<file path="config.mk">
export PLATFORM = sky130hd
export DESIGN_NAME = burst_addr_seq
export DESIGN_NICKNAME = d
export VERILOG_FILES = /design/src/rtl/burst_seq_pkg.sv /design/src/rtl/burst_ctrl.sv /design/src/rtl/burst_dp.sv /design/src/rtl/burst_addr_seq.sv
export SDC_FILE = /design/constraint.sdc
export NUM_CORES = 1
export LEC_CHECK = 0
export BUFFER_PORTS_ARGS = -buffer_cell sky130_fd_sc_hd__buf_2
export CORE_MARGIN = 5
export CORE_UTILIZATION = 39
export CTS_BUF_LIST = sky130_fd_sc_hd__clkbuf_2
export DETAILED_ROUTE_END_ITERATION = 10
export GPL_TIMING_DRIVEN = 0
export HOLD_SLACK_MARGIN = 0.05
export PLACE_DENSITY = 0.79
export RECOVER_POWER = 100
export REMOVE_ABC_BUFFERS = 1
export SLEW_MARGIN = 20
export SYNTH_ARGS = -nofsm -noshare
export SYNTH_HDL_FRONTEND = slang
export SYNTH_SLANG_ARGS = --single-unit
</file>
<file path="constraint.sdc">
create_clock -name clk -period 2.8 [get_ports clk]
set_clock_uncertainty 0.2 [all_clocks]
set_input_delay 0.28 -clock clk [delete_from_list [all_inputs] [get_ports clk]]
set_output_delay 0.28 -clock clk [all_outputs]
set_load 0.02 [all_outputs]
</file>
<file path="src/rtl/burst_seq_pkg.sv">
package burst_seq_pkg;
  // Strobes from the control decode to the address datapath.
  typedef struct packed {
    logic load;     // capture a new start address and order
    logic advance;  // step the beat counter by one
  } seqCtl_t;
endpackage

</file>
<file path="src/rtl/burst_ctrl.sv">
module burst_ctrl
  import burst_seq_pkg::*;
(
  input  logic    chipEnN,
  input  logic    procStrobeN,
  input  logic    ctrlStrobeN,
  input  logic    advanceN,
  output seqCtl_t ctl
);
  logic procHit;
  logic ctrlHit;

  // Both starts need the chip selected. The processor strobe is listed first
  // for priority, but both resolve to the same load.
  always_comb begin
    procHit     = !procStrobeN && !chipEnN;
    ctrlHit     = !ctrlStrobeN && !chipEnN;
    ctl.load    = procHit || ctrlHit;
    ctl.advance = !advanceN && !ctl.load;
  end
endmodule

</file>
<file path="src/rtl/burst_dp.sv">
module burst_dp
  import burst_seq_pkg::*;
#(
  parameter int ADDR_W = 18
) (
  input  logic              clk,
  input  logic              rst,
  input  seqCtl_t           ctl,
  input  logic              interleave,
  input  logic [ADDR_W-1:0] addrIn,
  output logic [ADDR_W-1:0] addrOut
);
  localparam int LOW_W = 2;
  localparam int UP_W  = ADDR_W - LOW_W;

  logic [UP_W-1:0]  upperQ;
  logic [LOW_W-1:0] startQ;
  logic [LOW_W-1:0] beatQ;
  logic             modeQ;
  logic [LOW_W-1:0] lowSeq;

  always_ff @(posedge clk) begin
    if (rst) begin
      upperQ <= '0;
      startQ <= '0;
      beatQ  <= '0;
      modeQ  <= 1'b0;
    end else if (ctl.load) begin
      upperQ <= addrIn[ADDR_W-1:LOW_W];
      startQ <= addrIn[LOW_W-1:0];
      beatQ  <= '0;
      modeQ  <= interleave;
    end else if (ctl.advance) begin
      beatQ  <= beatQ + 1'b1;
    end
  end

  always_comb begin
    if (modeQ) lowSeq = startQ ^ beatQ;
    else       lowSeq = startQ + beatQ;
    addrOut = {upperQ, lowSeq};
  end


  load_capture_chk: assert property (@(posedge clk) disable iff (rst)
    ctl.load |=> addrOut == $past(addrIn));


  upper_keep_chk: assert property (@(posedge clk) disable iff (rst)
    !ctl.load |=> addrOut[ADDR_W-1:LOW_W] == $past(addrOut[ADDR_W-1:LOW_W]));


  suspend_hold_chk: assert property (@(posedge clk) disable iff (rst)
    (!ctl.load && !ctl.advance) |=> $stable(addrOut));


  linear_step_chk: assert property (@(posedge clk) disable iff (rst)
    (ctl.advance && !modeQ) |=> addrOut[LOW_W-1:0] == LOW_W'($past(addrOut[LOW_W-1:0]) + 2'd1));


  xor_step_chk: assert property (@(posedge clk) disable iff (rst)
    (ctl.advance && modeQ) |=>
      (addrOut[LOW_W-1:0] ^ $past(addrOut[LOW_W-1:0])) ==
      ($past(beatQ) ^ LOW_W'($past(beatQ) + 2'd1)));


  mode_keep_chk: assert property (@(posedge clk) disable iff (rst)
    !ctl.load |=> modeQ == $past(modeQ));
endmodule

</file>
<file path="src/rtl/burst_addr_seq.sv">
module burst_addr_seq
  import burst_seq_pkg::*;
#(
  parameter int ADDR_W = 18
) (
  input  logic              clk,
  input  logic              rst,
  input  logic              chipEnN,
  input  logic              procStrobeN,
  input  logic              ctrlStrobeN,
  input  logic              advanceN,
  input  logic              interleave,
  input  logic [ADDR_W-1:0] addrIn,
  output logic [ADDR_W-1:0] addrOut
);
  seqCtl_t ctl;

  burst_ctrl uCtrl (
    .chipEnN     (chipEnN),
    .procStrobeN (procStrobeN),
    .ctrlStrobeN (ctrlStrobeN),
    .advanceN    (advanceN),
    .ctl         (ctl)
  );

  burst_dp #(.ADDR_W(ADDR_W)) uDp (
    .clk        (clk),
    .rst        (rst),
    .ctl        (ctl),
    .interleave (interleave),
    .addrIn     (addrIn),
    .addrOut    (addrOut)
  );


  deselect_ignore_chk: assert property (@(posedge clk) disable iff (rst)
    (chipEnN && advanceN) |=> $stable(addrOut));


  start_wins_chk: assert property (@(posedge clk) disable iff (rst)
    (!chipEnN && !procStrobeN && !advanceN) |=> addrOut == $past(addrIn));
endmodule

</file>
==> metrics.txt <==
max cap viols 0; max frequency around 550 MHz; leakage power 0.496 nW; fillcell total 190; grt met1 use 0.140; critical path peak fanout 3; Worst EP arrival 1.35 ns; number of H-tree levels 1; gr busiest metal met2; CORE AREA 1960 um2; critical path endpoint category output port; Clock Latency Late Sink 0.30 ns; Critical Path RT 2.32 ns; first-pass detailed-route iteration total 4; met2 usage 0.267; global route overflow 0; slowest stage delay, CP 0.39 ns; Relative slew margins 0.0276; CP delay by family, top flip-flops; synth-to-layout area growth 47.6%; Worst Max-Slew Pin Slew 1.46 ns; register area share after synthesis 0.524; Final Max Tran Viols 0; number of global-route vias before repair 784; P_int 404 uW; most frequent cells in the layout nand2_1 (37), buf_2 (24), dfxtp_1 (21), a21oi_1 (20), dlygate4sd3_1 (20); layout net count 182; hold path start rst; first-pass GRT wire length 3470 um; final cycle utilization of the critical path 0.652; met3 Use GR 0.0443; syn_area_per_cell 8.44 um2; Clock Sinks 21; Tot Pwr between 500 and 600 uW; Iteration-0 DRC Markers 13; DRC Markers 0; GRT Overall Usage 0.140; setup tns final 0 ns; cts bufs inserted 3; critical path's slowest cell dfxtp_1; FF+latch count, synth 21; Setup Fix Bufs, Post-CTS 0; critical path launch point type flop; Hold Vio Cnt, Final 0; Crit Path Class flop to output port; final worst path period need 1.83 ns; I/O pin cnt 43; clock power share 0.214; post-DR vias/cell 4.51; die height 55.4 um; worst hold path class input port to flop; Vias 821; initial antenna violation count 0; synth unique cells 17; DP Wirelength 1330 um; Initial Util 0.409; WL per Instance 11.5 um; layout cell share with drive strength beyond 1 0.187; CP Cell Sequence ha_1, nor2b_1, xnor2_1, clkbuf_1; die area 3060 um2; RSZ-0062 raised after global routing false; Gate Count Post-Synth 95; largest net degree at the start of global routing 22; Routed WL 2090 um; ANT nets after route 0; Sw Ratio 0.270; reg-to-reg startpoint uDp.beatQ[0]$_SDFFE_PP0P_; outcome complete, no violations; final setup fails 0; combinational fraction of design power 0.200; Post-Syn Area 802 um2; port bufs 42; # diodes 0; Root Buffer clkbuf_2; Net Switching 150 uW; Worst Setup SP uDp.beatQ[0]$_SDFFE_PP0P_; part of the power in registers 0.586; CTS tree done; Max Root-Sink Buffers 2; Die X ~55 um; Yosys warning count 0; FP Rows 16; Max IR drop VDD about 0.26 mV; clock slew at reported path FFs between 0.15 and 0.2 ns; Pwr Density 467 nW/um2; Buf/Inv on CP 1; commonest non-fill, non-tap cell in the layout nand2_1; Final GP Congestion 0.753
## worst register-to-register path: stages (launching register included)
cell and delay (ns):
dfxtp_1 0.39, nor2b_1 0.22, xnor2_1 0.16, nor3_1 0.06
## what timing repair did
action | in CTS | in global routing
hold buffers | 20 | 0
resized for setup | 0 | 0
hold endpoints to repair | 20 | 0
endpoints found under the setup margin | 0 | 0
## final timing paths
kind | end | slack, ns | depth (start not counted)
worst max-delay path | addrOut[1] | 0.97 | 4
worst min-delay path | uDp.upperQ[2]$_SDFFE_PP0P_ | 0.17 | 2
worst max register to register | uDp.beatQ[1]$_SDFFE_PP0P_ | 1.62 | 3
worst min register to register | uDp.upperQ[9]$_SDFFE_PP0P_ | 0.27 | 2
## routing by layer
| metal | routed length, um | part of all wire |
|---|---|---|
| met4 | 33 | 0.016 |
| met1 | 858 | 0.41 |
| met2 | 1070 | 0.51 |
| met3 | 119 | 0.057 |
| met5 | 0 | 0 |
## per-stage QoR
step | hold WS [ns] | instances | worst slack, ns | util | instance area [um2]
2_1_floorplan | 0.149 | 89 | 1.34 | - | 746
3_3_place_gp | 0.239 | 158 | 1.18 | 0.504 | 990
3_5_place_dp | 0.246 | 158 | 1.13 | 0.504 | 990
4_1_cts | 0.149 | 182 | 1.01 | 0.617 | 1210
5_1_grt | 0.165 | 182 | 0.829 | 0.603 | 1180
6_report | 0.171 | 182 | 0.975 | 0.603 | 1180
## sequential cells by signal, indices dropped and copies added, names as in the netlist
signal      flops
uDp.upperQ     16
uDp.beatQ       2
uDp.startQ      2
uDp.modeQ       1
## layout make-up
type / instances / area (um2) / share of cell area
repair buffers: 62 / 388 / 0.328
flip-flops and latches: 21 / 420 / 0.355
multi-input cells: 68 / 322 / 0.272
clock buffers: 4 / 20.0 / 0.0169
well taps: 27 / 33.8 / 0.0285
## cells in the mapped netlist
master / n / area, um2
nand2_1: 37 / 139
dfxtp_1: 21 / 420
a21oi_1: 19 / 95.1
nor2b_1: 3 / 18.8
xnor2_1: 3 / 26.3
a21o_1: 1 / 7.51
a21oi_2: 1 / 8.76
buf_12: 1 / 20.0
buf_2: 1 / 5.00
buf_4: 1 / 7.51
buf_6: 1 / 11.3
clkbuf_1: 1 / 3.75
dlygate4sd1_1: 1 / 8.76
ha_1: 1 / 12.5
nand2_2: 1 / 6.26
nor3_1: 1 / 5.00
nor4_1: 1 / 6.26
## cells by family (layout without fill, tap and decap cells)
family,Yosys count,count (layout),synth area share
AND/OR/NAND/NOR,43,43,0.218
flip-flops,21,21,0.524
buffers and inverters,6,66,0.0702
XOR/XNOR,3,3,0.0328
adder cells (fa/ha/maj),1,1,0.0156
AO/OA/AOI/OAI,21,21,0.139
## power groups by stage
stage	clock (mW)	sequential, mW	combinational [mW]
after floorplan	0	0.346	0.0356
after global placement	0	0.329	0.0921
after detailed placement	0	0.330	0.0946
after CTS	0.127	0.324	0.116
after global routing	0.134	0.327	0.123
final	0.118	0.324	0.111
(Power assumes the default switching activity.)
